File: src/rtl/rob_pkg.sv
package rob_pkg;
  localparam logic [1:0] KIND_NONE  = 2'b00;
  localparam logic [1:0] KIND_REG   = 2'b01;
  localparam logic [1:0] KIND_STORE = 2'b10;

  typedef enum logic [1:0] {
    ACT_IDLE   = 2'd0,
    ACT_COMMIT = 2'd1,
    ACT_FAULT  = 2'd2
  } ret_act_e;
endpackage

File: src/rtl/rob_ptrs.sv
module rob_ptrs #(
  parameter int DEPTH = 16,
  parameter int TAG_W = $clog2(DEPTH),
  parameter int CNT_W = $clog2(DEPTH + 1)
) (
  input  logic             clk,
  input  logic             rst_n,
  input  logic             alloc_fire,
  input  logic             retire_fire,
  input  logic             flush,
  output logic [TAG_W-1:0] head_q,
  output logic [TAG_W-1:0] tail_q,
  output logic [CNT_W-1:0] count_q,
  output logic             full,
  output logic             empty
);
  localparam logic [TAG_W-1:0] LAST = TAG_W'(DEPTH - 1);

  logic [TAG_W-1:0] head_n, tail_n;
  logic [CNT_W-1:0] count_n;

  always_comb begin
    head_n  = head_q;
    tail_n  = tail_q;
    count_n = count_q;
    if (flush) begin
      head_n  = '0;
      tail_n  = '0;
      count_n = '0;
    end else begin
      if (retire_fire) head_n = (head_q == LAST) ? '0 : head_q + 1'b1;
      if (alloc_fire)  tail_n = (tail_q == LAST) ? '0 : tail_q + 1'b1;
      case ({alloc_fire, retire_fire})
        2'b10:   count_n = count_q + 1'b1;
        2'b01:   count_n = count_q - 1'b1;
        default: count_n = count_q;
      endcase
    end
  end

  always_ff @(posedge clk or negedge rst_n) begin
    if (!rst_n) begin
      head_q  <= '0;
      tail_q  <= '0;
      count_q <= '0;
    end else begin
      head_q  <= head_n;
      tail_q  <= tail_n;
      count_q <= count_n;
    end
  end

  assign full  = (count_q == CNT_W'(DEPTH));
  assign empty = (count_q == '0);
endmodule

File: src/rtl/rob_entries.sv
module rob_entries #(
  parameter int DEPTH   = 16,
  parameter int TAG_W   = $clog2(DEPTH),
  parameter int NUM_CPL = 2,
  parameter int REG_W   = 5,
  parameter int DATA_W  = 32,
  parameter int ADDR_W  = 32,
  parameter int PC_W    = 32
) (
  input  logic                      clk,
  input  logic                      rst_n,
  input  logic                      alloc_fire,
  input  logic [TAG_W-1:0]          alloc_idx,
  input  logic [1:0]                alloc_kind,
  input  logic [REG_W-1:0]          alloc_dest,
  input  logic [PC_W-1:0]           alloc_pc,
  input  logic [NUM_CPL-1:0]        cpl_valid,
  input  logic [NUM_CPL*TAG_W-1:0]  cpl_tag,
  input  logic [NUM_CPL*DATA_W-1:0] cpl_data,
  input  logic [NUM_CPL*ADDR_W-1:0] cpl_addr,
  input  logic [NUM_CPL-1:0]        cpl_excp,
  input  logic                      retire_fire,
  input  logic                      flush,
  input  logic [TAG_W-1:0]          head_idx,
  output logic                      hd_valid,
  output logic                      hd_done,
  output logic                      hd_excp,
  output logic [1:0]                hd_kind,
  output logic [REG_W-1:0]          hd_dest,
  output logic [DATA_W-1:0]         hd_data,
  output logic [ADDR_W-1:0]         hd_addr,
  output logic [PC_W-1:0]           hd_pc
);
  logic [DEPTH-1:0] valid_vec, done_vec, excp_vec;
  logic [1:0]        kind_arr [DEPTH];
  logic [REG_W-1:0]  dest_arr [DEPTH];
  logic [DATA_W-1:0] data_arr [DEPTH];
  logic [ADDR_W-1:0] addr_arr [DEPTH];
  logic [PC_W-1:0]   pc_arr   [DEPTH];

  for (genvar i = 0; i < DEPTH; i++) begin : g_slot
    localparam logic [TAG_W-1:0] IDX = TAG_W'(i);

    logic              v_q, v_n, d_q, d_n, e_q, e_n;
    logic [1:0]        k_q, k_n;
    logic [REG_W-1:0]  r_q, r_n;
    logic [DATA_W-1:0] x_q, x_n;
    logic [ADDR_W-1:0] a_q, a_n;
    logic [PC_W-1:0]   p_q, p_n;

    always_comb begin
      v_n = v_q;  d_n = d_q;  e_n = e_q;
      k_n = k_q;  r_n = r_q;  x_n = x_q;  a_n = a_q;  p_n = p_q;
      // later ports override earlier ones on a shared tag
      for (int p = 0; p < NUM_CPL; p++) begin
        if (cpl_valid[p] && v_q && (cpl_tag[p*TAG_W +: TAG_W] == IDX)) begin
          d_n = 1'b1;
          e_n = cpl_excp[p];
          x_n = cpl_data[p*DATA_W +: DATA_W];
          a_n = cpl_addr[p*ADDR_W +: ADDR_W];
        end
      end
      if (retire_fire && (head_idx == IDX)) begin
        v_n = 1'b0;
        d_n = 1'b0;
      end
      if (alloc_fire && (alloc_idx == IDX)) begin
        v_n = 1'b1;
        d_n = 1'b0;
        e_n = 1'b0;
        k_n = alloc_kind;
        r_n = alloc_dest;
        p_n = alloc_pc;
      end
      if (flush) begin
        v_n = 1'b0;
        d_n = 1'b0;
        e_n = 1'b0;
      end
    end

    always_ff @(posedge clk or negedge rst_n) begin
      if (!rst_n) begin
        v_q <= 1'b0;
        d_q <= 1'b0;
        e_q <= 1'b0;
      end else begin
        v_q <= v_n;
        d_q <= d_n;
        e_q <= e_n;
      end
    end

    always_ff @(posedge clk) begin
      k_q <= k_n;
      r_q <= r_n;
      x_q <= x_n;
      a_q <= a_n;
      p_q <= p_n;
    end

    assign valid_vec[i] = v_q;
    assign done_vec[i]  = d_q;
    assign excp_vec[i]  = e_q;
    assign kind_arr[i]  = k_q;
    assign dest_arr[i]  = r_q;
    assign data_arr[i]  = x_q;
    assign addr_arr[i]  = a_q;
    assign pc_arr[i]    = p_q;
  end

  assign hd_valid = valid_vec[head_idx];
  assign hd_done  = done_vec[head_idx];
  assign hd_excp  = excp_vec[head_idx];
  assign hd_kind  = kind_arr[head_idx];
  assign hd_dest  = dest_arr[head_idx];
  assign hd_data  = data_arr[head_idx];
  assign hd_addr  = addr_arr[head_idx];
  assign hd_pc    = pc_arr[head_idx];
endmodule

File: src/rtl/rob_retire.sv
module rob_retire
  import rob_pkg::*;
#(
  parameter int REG_W  = 5,
  parameter int DATA_W = 32,
  parameter int ADDR_W = 32,
  parameter int PC_W   = 32
) (
  input  logic              clk,
  input  logic              rst_n,
  input  logic              not_empty,
  input  logic              hd_valid,
  input  logic              hd_done,
  input  logic              hd_excp,
  input  logic [1:0]        hd_kind,
  input  logic [REG_W-1:0]  hd_dest,
  input  logic [DATA_W-1:0] hd_data,
  input  logic [ADDR_W-1:0] hd_addr,
  input  logic [PC_W-1:0]   hd_pc,
  output logic              retire_fire,
  output logic              fault,
  output logic              rf_we,
  output logic [REG_W-1:0]  rf_waddr,
  output logic [DATA_W-1:0] rf_wdata,
  output logic              mem_we,
  output logic [ADDR_W-1:0] mem_addr,
  output logic [DATA_W-1:0] mem_wdata,
  output logic              redirect_valid,
  output logic [PC_W-1:0]   redirect_pc
);
  ret_act_e  act;
  logic      redir_n;
  logic [PC_W-1:0] rpc_n;

  always_comb begin
    act = ACT_IDLE;
    if (not_empty && hd_valid && hd_done) act = hd_excp ? ACT_FAULT : ACT_COMMIT;
  end

  assign retire_fire = (act == ACT_COMMIT);
  assign fault       = (act == ACT_FAULT);

  assign rf_we     = retire_fire && (hd_kind == KIND_REG);
  assign rf_waddr  = hd_dest;
  assign rf_wdata  = hd_data;
  assign mem_we    = retire_fire && (hd_kind == KIND_STORE);
  assign mem_addr  = hd_addr;
  assign mem_wdata = hd_data;

  always_comb begin
    redir_n = fault;
    rpc_n   = fault ? hd_pc : redirect_pc;
  end

  always_ff @(posedge clk or negedge rst_n) begin
    if (!rst_n) redirect_valid <= 1'b0;
    else        redirect_valid <= redir_n;
  end

  always_ff @(posedge clk) begin
    redirect_pc <= rpc_n;
  end
endmodule

File: src/rtl/rob_core.sv
module rob_core #(
  parameter int DEPTH   = 16,
  parameter int NUM_CPL = 2,
  parameter int REG_W   = 5,
  parameter int DATA_W  = 32,
  parameter int ADDR_W  = 32,
  parameter int PC_W    = 32,
  parameter int TAG_W   = $clog2(DEPTH)
) (
  input  logic                      clk,
  input  logic                      rst_n,
  input  logic                      alloc_req,
  input  logic [1:0]                alloc_kind,
  input  logic [REG_W-1:0]          alloc_dest,
  input  logic [PC_W-1:0]           alloc_pc,
  output logic                      alloc_ready,
  output logic [TAG_W-1:0]          alloc_tag,
  input  logic [NUM_CPL-1:0]        cpl_valid,
  input  logic [NUM_CPL*TAG_W-1:0]  cpl_tag,
  input  logic [NUM_CPL*DATA_W-1:0] cpl_data,
  input  logic [NUM_CPL*ADDR_W-1:0] cpl_addr,
  input  logic [NUM_CPL-1:0]        cpl_excp,
  output logic                      rf_we,
  output logic [REG_W-1:0]          rf_waddr,
  output logic [DATA_W-1:0]         rf_wdata,
  output logic                      mem_we,
  output logic [ADDR_W-1:0]         mem_addr,
  output logic [DATA_W-1:0]         mem_wdata,
  output logic                      redirect_valid,
  output logic [PC_W-1:0]           redirect_pc
);
  localparam int CNT_W = $clog2(DEPTH + 1);

  logic [TAG_W-1:0] head_q, tail_q;
  logic [CNT_W-1:0] count_q;
  logic             full, empty, alloc_fire, retire_fire, fault;
  logic             hd_valid, hd_done, hd_excp;
  logic [1:0]        hd_kind;
  logic [REG_W-1:0]  hd_dest;
  logic [DATA_W-1:0] hd_data;
  logic [ADDR_W-1:0] hd_addr;
  logic [PC_W-1:0]   hd_pc;

  assign alloc_ready = !full && !fault;
  assign alloc_fire  = alloc_req && alloc_ready;
  assign alloc_tag   = tail_q;

  rob_ptrs #(.DEPTH(DEPTH), .TAG_W(TAG_W), .CNT_W(CNT_W)) u_ptrs (
    .clk(clk), .rst_n(rst_n), .alloc_fire(alloc_fire), .retire_fire(retire_fire),
    .flush(fault), .head_q(head_q), .tail_q(tail_q), .count_q(count_q),
    .full(full), .empty(empty)
  );

  rob_entries #(
    .DEPTH(DEPTH), .TAG_W(TAG_W), .NUM_CPL(NUM_CPL), .REG_W(REG_W),
    .DATA_W(DATA_W), .ADDR_W(ADDR_W), .PC_W(PC_W)
  ) u_slots (
    .clk(clk), .rst_n(rst_n), .alloc_fire(alloc_fire), .alloc_idx(tail_q),
    .alloc_kind(alloc_kind), .alloc_dest(alloc_dest), .alloc_pc(alloc_pc),
    .cpl_valid(cpl_valid), .cpl_tag(cpl_tag), .cpl_data(cpl_data),
    .cpl_addr(cpl_addr), .cpl_excp(cpl_excp), .retire_fire(retire_fire),
    .flush(fault), .head_idx(head_q), .hd_valid(hd_valid), .hd_done(hd_done),
    .hd_excp(hd_excp), .hd_kind(hd_kind), .hd_dest(hd_dest), .hd_data(hd_data),
    .hd_addr(hd_addr), .hd_pc(hd_pc)
  );

  rob_retire #(.REG_W(REG_W), .DATA_W(DATA_W), .ADDR_W(ADDR_W), .PC_W(PC_W)) u_ret (
    .clk(clk), .rst_n(rst_n), .not_empty(!empty), .hd_valid(hd_valid),
    .hd_done(hd_done), .hd_excp(hd_excp), .hd_kind(hd_kind), .hd_dest(hd_dest),
    .hd_data(hd_data), .hd_addr(hd_addr), .hd_pc(hd_pc),
    .retire_fire(retire_fire), .fault(fault), .rf_we(rf_we), .rf_waddr(rf_waddr),
    .rf_wdata(rf_wdata), .mem_we(mem_we), .mem_addr(mem_addr),
    .mem_wdata(mem_wdata), .redirect_valid(redirect_valid), .redirect_pc(redirect_pc)
  );
endmodule

File: config.mk
export PLATFORM = sky130hd
export DESIGN_NAME = rob_core
export DESIGN_NICKNAME = d
export VERILOG_FILES = /design/src/rtl/rob_pkg.sv /design/src/rtl/rob_ptrs.sv /design/src/rtl/rob_entries.sv /design/src/rtl/rob_retire.sv /design/src/rtl/rob_core.sv
export SDC_FILE = /design/constraint.sdc
export NUM_CORES = 2
export LEC_CHECK = 0
export ABC_AREA = 1
export BUFFER_PORTS_ARGS = -buffer_cell sky130_fd_sc_hd__buf_4
export CAP_MARGIN = 20
export CELL_PAD_IN_SITES_DETAIL_PLACEMENT = 1
export CELL_PAD_IN_SITES_GLOBAL_PLACEMENT = 1
export CORE_UTILIZATION = 49
export DETAILED_ROUTE_END_ITERATION = 8
export HOLD_SLACK_MARGIN = 0.03
export PLACE_DENSITY_LB_ADDON = 0.1
export SLEW_MARGIN = 20
export SYNTH_ARGS = -nofsm -noshare
export SYNTH_HDL_FRONTEND = slang
export SYNTH_SLANG_ARGS = --single-unit
File: constraint.sdc
create_clock -name clk -period 8.4 [get_ports clk]
set_input_delay 1.68 -clock clk [delete_from_list [all_inputs] [get_ports clk]]
set_output_delay 1.68 -clock clk [all_outputs]
set_load 0.1 [all_outputs]
== Yosys cells after proc, flatten, opt, wreduce, memory -nomap -nowiden ==
Index checks and enable logic that the tools add are counted.

* Flip-flop bits (word level): 1742
* Input port bits: 182
* Output and inout port bits: 141

* Add/subtract/negate cells: 4
* Magnitude comparators: 2
* Equality and inequality tests: 67
* Multiplexer cells: 287
* Bitwise logic cells: 1
* Reduce and logical (&&, ||, !) cells: 177

{| class="wikitable"
|+ Operators by type and width
! operator !! count
|-
| 32-bit 2-to-1 mux || 70
|-
| 32-bit binary-select mux with 4-bit select || 3
|-
| 1-bit 2-to-1 mux || 195
|-
| 4-bit equality test (second input constant) || 32
|-
| 1-bit logical AND || 102
|-
| 5-bit nonzero test || 16
|-
| 4-bit by 3-bit equality test with 1-bit output (second input constant) || 16
|-
| 4-bit nonzero test || 16
|-
| 3-bit nonzero test || 17
|-
| 2-bit nonzero test || 18
|-
| 4-bit by 2-bit equality test with 1-bit output (second input constant) || 8
|-
| 4-bit 2-to-1 mux || 6
|-
| 5-bit binary-select mux with 4-bit select || 1
|-
| 4-bit by 1-bit equality test with 1-bit output (second input constant) || 4
|-
| 4-bit zero test || 4
|-
| 5-bit 2-to-1 mux || 3
|-
| 1-bit binary-select mux with 4-bit select || 3
|-
| 5-bit one-hot mux with 2 select lines || 1
|-
| 4-bit by 1-bit adder with 4-bit output (second input constant) || 2
|-
| 2-bit binary-select mux with 4-bit select || 1
|-
| 2-bit 2-to-1 mux || 4
|-
| 2-bit by 1-bit equality test with 1-bit output (second input constant) || 3
|-
| 2-bit equality test (second input constant) || 3
|-
| 5-bit by 1-bit adder with 5-bit output (second input constant) || 1
|-
| 7 further kinds || 9
|}

== Longest topological paths before layout ==
* Word-level depth: 12
* Gate-level depth with buffers: 21
* Depth with buffers taken out: 20

== Modules after synthesis ==
A second synthesis with hierarchy kept.

* Cell total of the unflattened synthesis: 10011
* Area, all modules: 85514.5 um2

{| class="wikitable"
|+ By module, submodules not included
! module !! instances !! cells an instance !! area an instance (um2)
|-
| rob_entries || 1 || 9749 || 82872.0
|-
| rob_retire || 1 || 145 || 1791.7
|-
| rob_ptrs || 1 || 110 || 819.5
|-
| rob_core || 1 || 7 || 31.3
|}

== Worst setup path after synthesis ==
No wires, ideal clock.

* Path type: input to register
* Start point: input cpl_valid[0]
* End point: register u_slots.g_slot[11].e_q
* Setup time: 0.134 ns
* Data arrival time: 7.840 ns
* Setup slack: 0.426 ns
* Stages on the path: 7
* Cells stage by stage: inv_1 nor3_1 inv_1 o32ai_1 o21ai_0 a21oi_1 nor3_1

* Word-level cells in the longest chain between the ends: 3

{| class="wikitable"
|+ Ends and longest elaborated chain
! what !! line !! text
|-
| start, declared || rob_core.sv:18 || <nowiki>input logic [NUM_CPL-1:0] cpl_valid,</nowiki>
|-
| 1-bit logical AND (2 in series) || rob_entries.sv:56 || <nowiki>if (cpl_valid[p] && v_q && (cpl_tag[p*TAG_W +: TAG_W] == IDX)) begin</nowiki>
|-
| 4-bit nonzero test (no line) || n/a ||
|-
| end signal, assigned || rob_entries.sv:90 || <nowiki>e_q <= e_n;</nowiki>
|-
| end, declared || rob_entries.sv:44 || <nowiki>logic v_q, v_n, d_q, d_n, e_q, e_n;</nowiki>
|}

Every way passes these cells.
A chain may end at the register's enable or synchronous reset.

== Worst setup path in the final report ==
* Start point: register u_ptrs.head_q[0]
* End point: output mem_wdata[30]

* Word-level cells in the longest chain between the ends: 4

{| class="wikitable"
|+ Ends and longest elaborated chain
! what !! line !! text
|-
| start, declared || rob_ptrs.sv:11 || <nowiki>output logic [TAG_W-1:0] head_q,</nowiki>
|-
| start signal, assigned || rob_ptrs.sv:47 || <nowiki>head_q <= head_n;</nowiki>
|-
| 4-bit NOT with 5-bit output (implied by the code) || rob_entries.sv:117 || <nowiki>assign hd_data = data_arr[head_idx];</nowiki>
|-
| 32-bit binary-select mux with 4-bit select || rob_entries.sv:117 ||
|-
| 32-bit 2-to-1 mux (implied by the code) (2 in series) || rob_entries.sv:117 ||
|-
| end, declared || rob_core.sv:28 || <nowiki>output logic [DATA_W-1:0] mem_wdata,</nowiki>
|}

Every way passes these cells. The select of a mux whose other input is x is not followed.

==> flow_metrics.tcl <==
set metrics [dict create \
    crit_path_max_fanout 104 \
    netlist_area_sq_mm 0.0792 \
    dieWidth_um 404 \
    combPwrFrac_pct 39.1 \
    yosysMostFrequentCell "o21ai_0" \
    fillers 17300 \
    vias 62400 \
    internal-power_w 0.0171 \
    maxSlewHeadroom_pct 19.3 \
    ir_drop_v 0.000458 \
    synth_area_leaders "edfxtp_1 (64%), o21ai_0 (12%), nand2_1 (7.6%)" \
    coreArea_sq_mm 0.160 \
    routed_wl_um 279000 \
    numCtsBuffers 186 \
    ant_nets 0 \
    gr-total-overflow 0 \
    cts_buffer_depth 3 \
    post-cts-setup-buffer-count 0 \
    synth_seq_area_share_pct 65.7 \
    fin_crit_ns 7.01 \
    hp-class "reg -> reg" \
    timing.fmax_mhz 143 \
    slew_violations 0 \
    slowest_delay_ns 1.18 \
    grt_usage_pct 33.8 \
    fin_worst_skew_ns 0.0202 \
    setup_viol 0 \
    wl_per_cell_um 28.0 \
    cts_resized 0 \
    dp_hpwl_um 141000 \
    cts_htree_levels 4 \
    yosysWarnings 0 \
    synth_top_area_cell "edfxtp_1" \
    multi_input_area_sq_mm 0.0234 \
    syn2layout_area_growth_pct 11.4 \
    firstDrtPassIters 5 \
    hold_viol 0 \
    async_reset_ff_share_pct 3.56 \
    seq_power_share_pct 34.6 \
    start_kind "flop" \
    die-height_um 404 \
    power.switching_w 0.0132 \
    cts_tree "yes" \
    synth_common_cells "o21ai_0 (1857), edfxtp_1 (1680), nand2_1 (1603)" \
    clkSinkCount 1742 \
    antenna_found_initial 33 \
    hold_buffers 0 \
    synth_top_area_share_pct 63.7 \
    tightest_slew_ns 1.21 \
    p_leak_nw 29.6 \
    slowest_stage "dfrtp_4" \
    ys_ff_latch 1742 \
    setup_tns_ns 0 \
    ios 323 \
    place.gp.congestion 0.877 \
    syn_avg_cell_area_sq_um 10.2 \
    start_util_pct 49.4 \
    drtIter0Drc 6292 \
    arrival_ns 5.33 \
    clk_pin_slew_ns 0.06 \
    hold_slack_ns 0.495 \
    layout-drive-gt1-share_pct 9.46 \
    synth_cells 7796 \
    die_area_sq_mm 0.163 \
    insertion_delay_ns 0.82 \
    ys_types 43 \
    syn-num-nets 7990 \
    synth-main-ff-cell "edfxtp_1" \
    path_common_cell "buf_4" \
    clock-root-buffer "clkbuf_16" \
    grt_pass1_wl_um 409000 \
    regArea_sq_mm 0.0520 \
    cp.required_ns 6.72 \
    crit_path_cell_trace "buf_4 -> buf_4 -> o21ai_0 -> o22ai_1 -> nand2_1 -> nand4_1 -> buf_4" \
    crit_type "reg -> out" \
    p_per_area_mw_per_mm2 343 \
    rsz0062_at_grt "false" \
    grt_pass1_vias 63600 \
    vias_per_cell 6.24 \
    fin_nets 7870 \
    row_count 147 \
    status "finished clean" \
    swShare_pct 43.5 \
    min_period_over_period_pct 83.5 \
    cp-end-kind "output pin" \
    synth_edf_count 1680 \
    drc 0 \
    cap_violations 0 \
    clockPowerShare_pct 26.3 \
    grt_max_degree 207 \
    numPortBuffers 322 \
]
==> area by class of cell <==
class	instances	share of cell area [%]
timing repair buffer	411	3.71
multi-input combinational	5070	26.5
clock buffer	234	5.60
clock inverter	103	0.976
sequential	1742	59.0
antenna	10	0.0284
inverter	265	1.18
tap	2160	3.06
==> cells in the final DEF, fill, tap and decap left out, types with 46 or more instances in the layout <==
master     Yosys  routed
o21ai_0     1857    1857
edfxtp_1    1680    1680
nand2_1     1603    1599
nor2_1       917     915
o22ai_1      418     418
buf_4         38     395
inv_1        249     221
clkbuf_16      0     190
nand4_1      105     105
dfrtp_1       62      60
clkinv_1       1      46
==> worst paths after layout <==
check / from / end / slack, ns / cells after the start
min reg2reg: u_slots.g_slot[11].d_q / u_slots.g_slot[11].d_q / 0.50 / 1
max: u_ptrs.head_q[0] / mem_wdata[30] / 1.39 / 7
max in group asynchronous: rst_n / u_ptrs.head_q[1] / 6.69 / 1
min: u_slots.g_slot[11].d_q / u_slots.g_slot[11].d_q / 0.50 / 1
max reg2reg: u_ptrs.head_q[0] / u_slots.g_slot[15].p_q[24] / 2.98 / 13
min in group asynchronous: rst_n / u_slots.g_slot[1].v_q / 1.00 / 1
==> power groups by stage <==
| stage | sequential (W) | clock, W | combinational (W) |
|---|---|---|---|
| after floorplan | 0.0108 | 0 | 0.00834 |
| after CTS | 0.0105 | 0.00803 | 0.0118 |
| after global routing | 0.0105 | 0.00832 | 0.0125 |
| after global placement | 0.0106 | 0 | 0.0115 |
| final | 0.0105 | 0.00795 | 0.0118 |
| after detailed placement | 0.0106 | 0 | 0.0117 |
==> per-layer routing <==
metal / vias to the layer above / track usage, % / wire [um]
met3: 591 / 5.96 / 22500
met5: - / 0 / 253
met2: 2644 / 57.2 / 137000
li1: 27200 / - / -
met4: 42 / 13.1 / 10400
met1: 31900 / 43.1 / 110000
==> worst max-delay path: cells and delay by family, from the launching register on <==
kind / cells / cell delay [ns]
AOI/OAI and AO/OA: 2 / 0.48
and+or+nand+nor: 2 / 0.49
DFF: 1 / 1.18
buffers and inverters: 3 / 2.18
==> flip-flops by register name, indices dropped and copies added (netlist names) <==
register and count:
u_slots.g_slot.x_q 512, u_ptrs.head_q 4, u_slots.g_slot.p_q 512, u_slots.g_slot.k_q 32, u_slots.g_slot.d_q 16, u_ret.redirect_valid 1, u_slots.g_slot.v_q 16, u_slots.g_slot.a_q 512
u_slots.g_slot.r_q 80, u_ret.redirect_pc 32, u_slots.g_slot.e_q 16, u_ptrs.tail_q 4, u_ptrs.count_q 5
==> kinds of logic after synthesis <==
logic type                 Yosys count  share of synthesized area, %
DFF                               1742                          65.7
adders and majority gates           12                         0.199
xor gates and xnor gates             4                        0.0443
buffers and inverters              984                          5.04
and+or+nand+nor                   2713                          13.4
AOI/OAI and AO/OA                 2341                          15.6
==> per-stage QoR <==
| step | total power [W] | area [sq um] | std cells | setup WS, ns | util, % |
|---|---|---|---|---|---|
| finish | 0.0303 | 88200 | 9995 | 1.39 | 55.0 |
| global route | 0.0313 | 88200 | 9993 | 1.14 | 55.0 |
| CTS | 0.0303 | 88200 | 9985 | 1.44 | 55.0 |
| detailed placement | 0.0224 | 82400 | 9648 | 2.35 | 51.4 |
| global placement | 0.0221 | 82400 | 9648 | 2.48 | 51.4 |
| floorplan | 0.0191 | 79200 | 7796 | 0.426 | - |
Note: power is estimated with default switching activity, not from simulation.
